--- config.mk ---
export PLATFORM = sky130hd
export DESIGN_NAME = ext_wr_cycle
export DESIGN_NICKNAME = d
export VERILOG_FILES = /design/src/rtl/ewc_pkg.sv /design/src/rtl/ewc_lane_map.sv /design/src/rtl/ewc_seq.sv /design/src/rtl/ext_wr_cycle.sv
export SDC_FILE = /design/constraint.sdc
export NUM_CORES = 1
export LEC_CHECK = 0
export ABC_AREA = 0
export BUFFER_PORTS_ARGS = -buffer_cell sky130_fd_sc_hd__buf_2
export CORE_ASPECT_RATIO = 1.2
export CORE_MARGIN = 2
export CORE_UTILIZATION = 58
export DETAILED_ROUTE_END_ITERATION = 16
export PLACE_DENSITY_LB_ADDON = 0.15
export SETUP_SLACK_MARGIN = 0.3
export SKIP_CTS_REPAIR_TIMING = 1
export SLEW_MARGIN = 20
export SYNTH_ARGS = -nofsm -noshare
export SYNTH_HDL_FRONTEND = slang
export SYNTH_HIERARCHICAL = 1
export SYNTH_SLANG_ARGS = --single-unit
--- constraint.sdc ---
create_clock -name clk -period 4.5 [get_ports clk]
set_input_delay 0.9 -clock clk [delete_from_list [all_inputs] [get_ports clk]]
set_output_delay 0.9 -clock clk [all_outputs]
set_load 0.02 [all_outputs]
--- src/rtl/ewc_pkg.sv ---
package ewc_pkg;

    localparam int DATA_W = 32;
    localparam int LANE_W = 16;
    localparam int LANES  = DATA_W / LANE_W;
    localparam int BYTES  = DATA_W / 8;
    localparam int BPL    = LANE_W / 8;

    typedef enum logic [1:0] {
        SZ_WORD = 2'b00,
        SZ_BYTE = 2'b01,
        SZ_HALF = 2'b10,
        SZ_BAD  = 2'b11
    } xfer_size_e;

    typedef enum logic [1:0] {
        PH_IDLE,
        PH_ADDR,
        PH_WAIT,
        PH_DATA
    } phase_e;

    typedef struct packed {
        xfer_size_e          size;
        logic [2:0]          kind;
        logic [1:0]          alo;
        logic [DATA_W-1:0]   data;
    } wreq_t;

    function automatic logic size_ok(xfer_size_e s, logic [1:0] a);
        case (s)
            SZ_BYTE: return 1'b1;
            SZ_HALF: return (a[0] == 1'b0);
            SZ_WORD: return (a == 2'b00);
            default: return 1'b0;
        endcase
    endfunction

    function automatic logic [BYTES-1:0] be_of(xfer_size_e s, logic [1:0] a);
        logic [BYTES-1:0] one;
        one = '0;
        one[0] = 1'b1;
        case (s)
            SZ_BYTE: return one << (BYTES - 1 - int'(a));
            SZ_HALF: return (one | (one << 1)) << (BYTES - 2 - int'(a));
            SZ_WORD: return '1;
            default: return '0;
        endcase
    endfunction

    function automatic logic [DATA_W-1:0] spread(xfer_size_e s, logic [DATA_W-1:0] d);
        logic [DATA_W-1:0] r;
        r = d;
        for (int i = 0; i < BYTES; i++) begin
            if (s == SZ_BYTE) r[i*8 +: 8] = d[7:0];
        end
        for (int i = 0; i < BYTES / 2; i++) begin
            if (s == SZ_HALF) r[i*16 +: 16] = d[15:0];
        end
        return r;
    endfunction

endpackage

--- src/rtl/ewc_lane_map.sv ---
module ewc_lane_map
    import ewc_pkg::*;
(
    input  wreq_t                    req,
    output logic [BYTES-1:0]         be_map,
    output logic [LANES-1:0]         lane_use,
    output logic [DATA_W-1:0]        lane_data
);

    assign be_map    = be_of(req.size, req.alo);
    assign lane_data = spread(req.size, req.data);

    for (genvar g = 0; g < LANES; g++) begin : g_lane
        assign lane_use[g] = |be_map[g*BPL +: BPL];
    end

endmodule

--- src/rtl/ewc_seq.sv ---
module ewc_seq
    import ewc_pkg::*;
#(
    parameter int TMO_WAITS = 16
) (
    input  logic   clk,
    input  logic   rst,
    input  logic   start,
    input  logic   reject,
    input  logic   ack,
    output phase_e phase,
    output logic   done,
    output logic   err
);

    localparam int CW = $clog2(TMO_WAITS + 1);
    localparam logic [CW-1:0] LAST = CW'(TMO_WAITS - 1);

    phase_e        nxt;
    logic [CW-1:0] wcnt;
    logic          timeout;

    assign timeout = (phase == PH_WAIT) && !ack && (wcnt == LAST);

    always_comb begin
        nxt = phase;
        case (phase)
            PH_IDLE: if (start) nxt = PH_ADDR;
            PH_ADDR: nxt = ack ? PH_DATA : PH_WAIT;
            PH_WAIT: begin
                if (ack)          nxt = PH_DATA;
                else if (timeout) nxt = PH_IDLE;
            end
            PH_DATA: nxt = PH_IDLE;
            default: nxt = PH_IDLE;
        endcase
    end

    always_ff @(posedge clk) begin
        if (rst) begin
            phase <= PH_IDLE;
            wcnt  <= '0;
            done  <= 1'b0;
            err   <= 1'b0;
        end else begin
            phase <= nxt;
            wcnt  <= (phase == PH_WAIT) ? wcnt + 1'b1 : '0;
            done  <= (phase == PH_DATA);
            err   <= reject | timeout;
        end
    end

endmodule

--- src/rtl/ext_wr_cycle.sv ---
module ext_wr_cycle
    import ewc_pkg::*;
#(
    parameter int AW        = 24,
    parameter int TMO_WAITS = 16
) (
    input  logic              clk,
    input  logic              rst,
    input  logic              req_valid,
    input  logic [AW-1:0]     req_addr,
    input  logic [1:0]        req_size,
    input  logic [2:0]        req_kind,
    input  logic [31:0]       req_data,
    input  logic              ack_ext,
    input  logic              ack_cs,
    output logic              busy,
    output logic [AW-1:0]     bus_addr,
    output logic [1:0]        bus_size,
    output logic [2:0]        bus_kind,
    output logic              cs_act,
    output logic              oe_act,
    output logic              rw,
    output logic [3:0]        be,
    output logic [31:0]       dout,
    output logic [1:0]        dout_oe,
    output logic              done,
    output logic              err
);

    phase_e            phase;
    wreq_t             held;
    logic [AW-1:0]     addr_q;
    logic              idle, ok, start, reject;
    logic [BYTES-1:0]  be_map;
    logic [LANES-1:0]  lane_use;
    logic [DATA_W-1:0] lane_data;

    assign idle   = (phase == PH_IDLE);
    assign ok     = size_ok(xfer_size_e'(req_size), req_addr[1:0]);
    assign start  = idle && req_valid && ok;
    assign reject = idle && req_valid && !ok;

    always_ff @(posedge clk) begin
        if (rst) begin
            addr_q <= '0;
            held   <= '0;
        end else if (start) begin
            addr_q    <= req_addr;
            held.size <= xfer_size_e'(req_size);
            held.kind <= req_kind;
            held.alo  <= req_addr[1:0];
            held.data <= req_data;
        end
    end

    ewc_seq #(.TMO_WAITS(TMO_WAITS)) u_seq (
        .clk    (clk),
        .rst    (rst),
        .start  (start),
        .reject (reject),
        .ack    (ack_ext | ack_cs),
        .phase  (phase),
        .done   (done),
        .err    (err)
    );

    ewc_lane_map u_map (
        .req       (held),
        .be_map    (be_map),
        .lane_use  (lane_use),
        .lane_data (lane_data)
    );

    assign busy     = !idle;
    assign cs_act   = !idle;
    assign oe_act   = 1'b0;
    assign rw       = idle;
    assign bus_addr = addr_q;
    assign bus_size = held.size;
    assign bus_kind = held.kind;
    assign be       = (phase == PH_ADDR || phase == PH_WAIT) ? be_map : '0;
    assign dout_oe  = (phase == PH_WAIT || phase == PH_DATA) ? lane_use : '0;
    assign dout     = lane_data;

endmodule

==> flow_summary.ini, run 1 <==
[logic_synthesis]
avgSynthCellArea_um2 = 8.03
syn_inst = 653
synth-seq-cells = 70
yosys_warnings = 6
synthArstFlopShare_pct = 0
synth-edff-count = 0
synth-seq-area-share_pct = 26.7
syn_nets = 730
synth_area_leader_cell = dfxtp_1
synth.area.top_cells = dfxtp_1 27%, a211o_1 9.7%, nand4b_1 9.7%
synth_ff_type = dfxtp_1
syn_area_um2 = 5250
ys_types = 48
netlist.area_leader.share_pct = 26.7

[clock_network]
clk_latency_ns = 0.36
root_buffer = clkbuf_8
cts.sinks = 70
cts_buffer_depth = 2
cts_tree = done
path_clk_slew_ns = 0.08
cts_buffers = 9
htreeDepth = 3

[power]
ir_worst_vdd_mv = 0.231
p_int_uw = 1290
powerDensity_nw_per_um2 = 356
clock_power_share_pct = 27.1
switching_share_pct = 38.2
p_total_uw = 2090
p_seq_share_pct = 36.8
share_comb_of_total_power_pct = 36.1
p_sw_uw = 796
p_leak_uw = 0.00284

[die]
coreArea_um2 = 8940
die_w_um = 90.8
die_area_um2 = 9830
die_y_um = 108
start_util_pct = 58.7
io_pins = 139
rows = 38

[timing]
rsz0062_at_grt = false
setup_viol = 0
tightestPinTransition_ns = 0.952
slew_viol_final = 0
fmax_ghz = 0.318
hold_violations = 0
clock_skew_ns = 0.00506
post-route-period-util_pct = 69.8
finalSetupTns_ns = 0
slew_headroom_pct = 36.5
finalCriticalPeriod_ns = 3.14

[global_routing]
grt_start_max_net_pins = 70
overflow = 0
grt_pass1_vias = 4890
antenna_found_initial = 1
gr-usage-all-layers_pct = 29.5
grt_first_pass_wirelength_mm = 23.8

[worst_setup_path]
r2r_cells = 5
cp.arrival_ns = 2.24
cp_top_family = flip-flops
critPathCapture = dout[21]
critPathBufInv = 2
reg2reg_from = u_seq/phase[0]$_SDFFE_PP0P_
slowest_stage = dfxtp_1
reg2reg_to = held[12]$_SDFFE_PP0P_
crit_chain = buf_4 -> xnor2_4 -> mux2_2 -> buf_2
ff2ff_setup_slack_ns = 2.27
startpoint_type = register
cp.required_ns = 3.60
critPathCaptureType = output port
cp_num_cells = 4
startpoint = bus_size[1]$_SDFFE_PP0P_
worst-path-max-fanout = 20
critical_path_class = register to output port
slowest_delay_ns = 0.73

[detailed_routing]
wl_mm = 15.0
final_antenna_net_count = 0
firstDrtPassIters = 5
viasPerCell = 6.34
drtIter0Drc = 443
drcViolationCount = 0
wl_per_cell_um = 17.8
dr_total_vias = 5335

[hold_path]
hp-class = register to register

[layout]
drive_gt1_share_pct = 26.5
antennaDiodeCount = 0
n_fill_cell = 832
syn_to_final_growth_pct = 11.7
nNetsFinal = 793

[place]
io_buffer_count = 137
routabilityCongestion = 0.836
dp.final_hpwl_mm = 9.21

[status]
status = finished clean

[flow_run]
cap_viol_max_count = 0
cells by family (layout without fill, tap and decap cells):
kind of cell	after synthesis	count (layout)	share of synthesized area (%)
adder cells (fa/ha/maj)	11	11	2.62
buffers and inverters	107	175	11.0
AO/OA/AOI/OAI	156	156	21.5
XOR/XNOR	3	3	0.859
other	1	1	0.0715
multiplexers	24	24	5.03
AND/OR/NAND/NOR	281	281	32.1
flip-flops	70	70	26.7
synthesized netlist by cell type (13+ instances only):
| cell | n |
|---|---|
| a211o_1 | 58 |
| nand4b_1 | 58 |
| dfxtp_1 | 70 |
| mux2_2 | 15 |
| o22ai_1 | 58 |
| buf_2 | 19 |
| nor3_1 | 59 |
| buf_4 | 18 |
| nand2b_1 | 62 |
| a21oi_1 | 13 |
| inv_1 | 13 |
| nor2_1 | 67 |
| clkbuf_1 | 47 |
worst min-delay path by stage:
stage          slack [ns]                  endpoint  cells after the start                     start
2_1_floorplan        0.42  u_seq/wcnt[0]$_SDFF_PP0_                      1  u_seq/wcnt[0]$_SDFF_PP0_
3_3_place_gp         0.43  u_seq/wcnt[0]$_SDFF_PP0_                      1  u_seq/wcnt[0]$_SDFF_PP0_
3_5_place_dp         0.44  u_seq/wcnt[0]$_SDFF_PP0_                      1  u_seq/wcnt[0]$_SDFF_PP0_
4_1_cts              0.45  u_seq/wcnt[0]$_SDFF_PP0_                      1  u_seq/wcnt[0]$_SDFF_PP0_
5_1_grt              0.47  u_seq/wcnt[0]$_SDFF_PP0_                      1  u_seq/wcnt[0]$_SDFF_PP0_
6_report             0.45  u_seq/wcnt[0]$_SDFF_PP0_                      1  u_seq/wcnt[0]$_SDFF_PP0_
per-layer routing:
metal	up-vias	GRT usage (%)	wire (µm)
met2	259	48.9	7240
met3	24	5.92	1210
li1	2501	-	-
met5	-	0	0
met4	0	11.8	286
met1	2551	38.0	6250
final cells by class:
type                            instances  area, µm²  share of cell area, %
Sequential cell                        70       1400                   23.9
Clock buffer                           13        179                   3.05
Clock inverter                          3       40.0                  0.683
Multi-Input combinational cell        476       3290                   56.1
Inverter                               13       48.8                  0.832
Tap cell                              120        150                   2.56
Timing Repair Buffer                  146        753                   12.8
cells in the final DEF, fill, tap and decap left out, types with 15 or more instances in the layout:
cell,instances
buf_2,137
dfxtp_1,70
nor2_1,67
nand2b_1,61
nor3_1,59
nand4b_1,58
o22ai_1,58
a211o_1,58
mux2_2,15
power groups by stage:
stage	registers, µW	clock network (µW)	logic (µW)
finish	767	566	753
global route	775	596	809
global placement	776	0	726
floorplan	782	0	549
CTS	765	569	747
detailed placement	779	0	743
registers in the layout (all words and copies together), names as in the netlist:
signal	cells
u_seq/phase	2
bus_addr	23
u_seq/wcnt	5
u_seq/err	1
bus_kind	3
u_seq/done	1
bus_size	2
held	33
per-stage QoR:
stage	area, µm²	setup slack [ns]	std cells	hold slack (ns)	utilization [%]
4_1_cts	5860	1.35	841	0.449	65.6
5_1_grt	5860	1.24	841	0.470	65.6
3_3_place_gp	5640	1.75	825	0.427	63.1
3_5_place_dp	5640	1.72	825	0.439	63.1
2_1_floorplan	5250	2.04	653	0.418	-
6_report	5860	1.36	841	0.448	65.6
Note: power is estimated with default switching activity, not from simulation.
==> run 2: changes to the inputs <==
--- a/config.mk
+++ b/config.mk
@@ -5,11 +5,11 @@
 export SDC_FILE = /design/constraint.sdc
 export NUM_CORES = 1
 export LEC_CHECK = 0
-export ABC_AREA = 0
+export ABC_AREA = 1
 export BUFFER_PORTS_ARGS = -buffer_cell sky130_fd_sc_hd__buf_2
 export CORE_ASPECT_RATIO = 1.2
 export CORE_MARGIN = 2
-export CORE_UTILIZATION = 58
+export CORE_UTILIZATION = 46
 export DETAILED_ROUTE_END_ITERATION = 16
 export PLACE_DENSITY_LB_ADDON = 0.15
 export SETUP_SLACK_MARGIN = 0.3
==> constraint.sdc (replaced) <==
create_clock -name clk -period 2.8 [get_ports clk]
set_input_delay 0.56 -clock clk [delete_from_list [all_inputs] [get_ports clk]]
set_output_delay 0.56 -clock clk [all_outputs]
set_load 0.02 [all_outputs]
==> run 2 against run 1 <==
Worst hold slack improved by 0.0013 ns. Synthesized cell count fell by 7.0%. Combinational power rose by 41%. Global-route usage fell by 8.6 points. Wire length fell by 34%. Area after synthesis fell by 23%. Worst setup slack got worse by 0.88 ns. Design area fell by 19%. Die area fell by 3.0%. Sequential share of layout area rose by 5.5 points. First-iteration DRC count fell by 60%.
==> flow_summary.ini, run 2 <==
[status]
status = finished clean

[timing]
rsz0062_at_grt = false
hold_violations = 0
tightestPinTransition_ns = 0.665
fmax_ghz = 0.431
slew_viol_final = 0
slew_headroom_pct = 55.6
setup_viol = 0
post-route-period-util_pct = 82.8
clock_skew_ns = 0.00593
finalCriticalPeriod_ns = 2.32
finalSetupTns_ns = 0

[clock_network]
cts_buffer_depth = 2
htreeDepth = 3
path_clk_slew_ns = 0.08
cts_buffers = 9
cts.sinks = 70
clk_latency_ns = 0.35
root_buffer = clkbuf_8
cts_tree = done

[worst_setup_path]
ff2ff_setup_slack_ns = 0.78
critical_path_class = register to output port
reg2reg_from = u_seq/phase[0]$_SDFFE_PP0P_
cp.arrival_ns = 1.76
critPathCaptureType = output port
startpoint_type = register
reg2reg_to = held[12]$_SDFFE_PP0P_
worst-path-max-fanout = 6
r2r_cells = 8
cp.required_ns = 2.24
startpoint = held[32]$_SDFFE_PP0P_

[die]
start_util_pct = 47.1
die_area_um2 = 9530
coreArea_um2 = 8560
die_w_um = 89.5
die_y_um = 107
io_pins = 139
rows = 37

[logic_synthesis]
ys_types = 28
yosys_warnings = 6
synth-seq-cells = 70
synth_commonest_cells = 125 x nand2_1, 98 x nand3_1, 85 x inv_1, 72 x nor2_1, 70 x dfxtp_1
syn_inst = 607
synth-edff-count = 0
synth_area_leader_cell = dfxtp_1
netlist.area_leader.share_pct = 34.8
avgSynthCellArea_um2 = 6.64
syn_area_um2 = 4030
syn_nets = 684
synth.most_common_cell = nand2_1
synthArstFlopShare_pct = 0
synth.area.top_cells = dfxtp_1 35%, nand3_1 12%, nand2_1 12%
synth-seq-area-share_pct = 34.8
synth_ff_type = dfxtp_1

[detailed_routing]
wl_per_cell_um = 12.0
drtIter0Drc = 177
drcViolationCount = 0
viasPerCell = 4.78
firstDrtPassIters = 6
dr_total_vias = 3965
final_antenna_net_count = 0
wl_mm = 9.93

[global_routing]
grt_pass1_vias = 3528
grt_start_max_net_pins = 63
overflow = 0
gr-usage-all-layers_pct = 21.0
antenna_found_initial = 0
grt_first_pass_wirelength_mm = 15.7

[layout]
syn_to_final_growth_pct = 18.4
nNetsFinal = 785
drive_gt1_share_pct = 26.5
largest-register = held
antennaDiodeCount = 0
multi_input_area_um2 = 1880
seqCellArea_um2 = 1400
largest_register_ff_count = 33
final_cell_mix = 137 x buf_2, 125 x nand2_1, 98 x nand3_1
n_fill_cell = 887
final_common_cell = buf_2

[hold_path]
worstHoldStart = rst
hp-class = input pin to register
worstHoldPathCells = 2
whs_endpoint = u_seq/phase[1]$_SDFFE_PP0P_

[power]
p_total_uw = 3170
p_leak_uw = 0.00265
ir_worst_vdd_mv = 0.382
powerDensity_nw_per_um2 = 663

[place]
dp.final_hpwl_mm = 7.06
routabilityCongestion = 0.891
io_buffer_count = 137

[flow_run]
cap_viol_max_count = 0
## run 2: through the flow
step / area [µm²] / hold slack, ns / util (%) / std cells / worst slack [ns]
2_1_floorplan: 4030 / 0.430 / - / 607 / 0.989
3_3_place_gp: 4550 / 0.446 / 53.1 / 814 / 0.833
3_5_place_dp: 4550 / 0.454 / 53.1 / 814 / 0.781
4_1_cts: 4770 / 0.428 / 55.7 / 829 / 0.373
5_1_grt: 4770 / 0.436 / 55.7 / 829 / 0.308
6_report: 4770 / 0.450 / 55.7 / 829 / 0.481
## run 2: power breakdown
group | internal [µW] | leakage (µW) | switching (µW) | total, µW
sequential | 1100 | 0.000574 | 92.0 | 1190
clock | 522 | 0.000105 | 392 | 914
combinational | 365 | 0.00197 | 692 | 1060
## run 2: worst max path at each step
stage | cells after the start | slack, ns | end
5_1_grt | 6 | 0.31 | dout_oe[1]
3_3_place_gp | 6 | 0.83 | dout[21]
3_5_place_dp | 6 | 0.78 | dout[21]
4_1_cts | 6 | 0.37 | dout[21]
2_1_floorplan | 7 | 0.99 | dout_oe[0]
6_report | 8 | 0.48 | dout_oe[0]
## run 2: logic make-up (layout without fill, tap and decap cells)
group / Yosys count / in the layout / share of synthesized area, %
flip-flops: 70 / 70 / 34.8
buffers and inverters: 147 / 252 / 18.5
adder cells (fa/ha/maj): 11 / 11 / 3.41
other: 1 / 1 / 0.0930
AND/OR/NAND/NOR: 307 / 307 / 33.3
AO/OA/AOI/OAI: 71 / 71 / 9.96
## run 2: area by class of cell
| type | instances | area share (%) |
|---|---|---|
| clock buffer | 10 | 2.88 |
| clock inverter | 5 | 1.76 |
| inverter | 92 | 7.29 |
| multi-input combinational | 390 | 39.5 |
| sequential | 70 | 29.4 |
| tap | 117 | 3.07 |
| timing repair buffer | 145 | 16.1 |
## run 2: per-layer routing
layer	vias up	global-route usage [%]	wire length (µm)
li1	2075	-	-
met2	118	34.2	4760
met4	0	9.70	164
met5	-	0	0
met1	1758	25.4	4420
met3	14	5.36	579
## run 2: critical path, stage by stage (launching register included)
cell	delay [ns]
dfxtp_1	0.43
inv_1	0.11
ha_1	0.28
inv_1	0.03
o21ai_0	0.14
nand2_1	0.08
nand2_1	0.07
o21a_1	0.11
buf_2	0.15
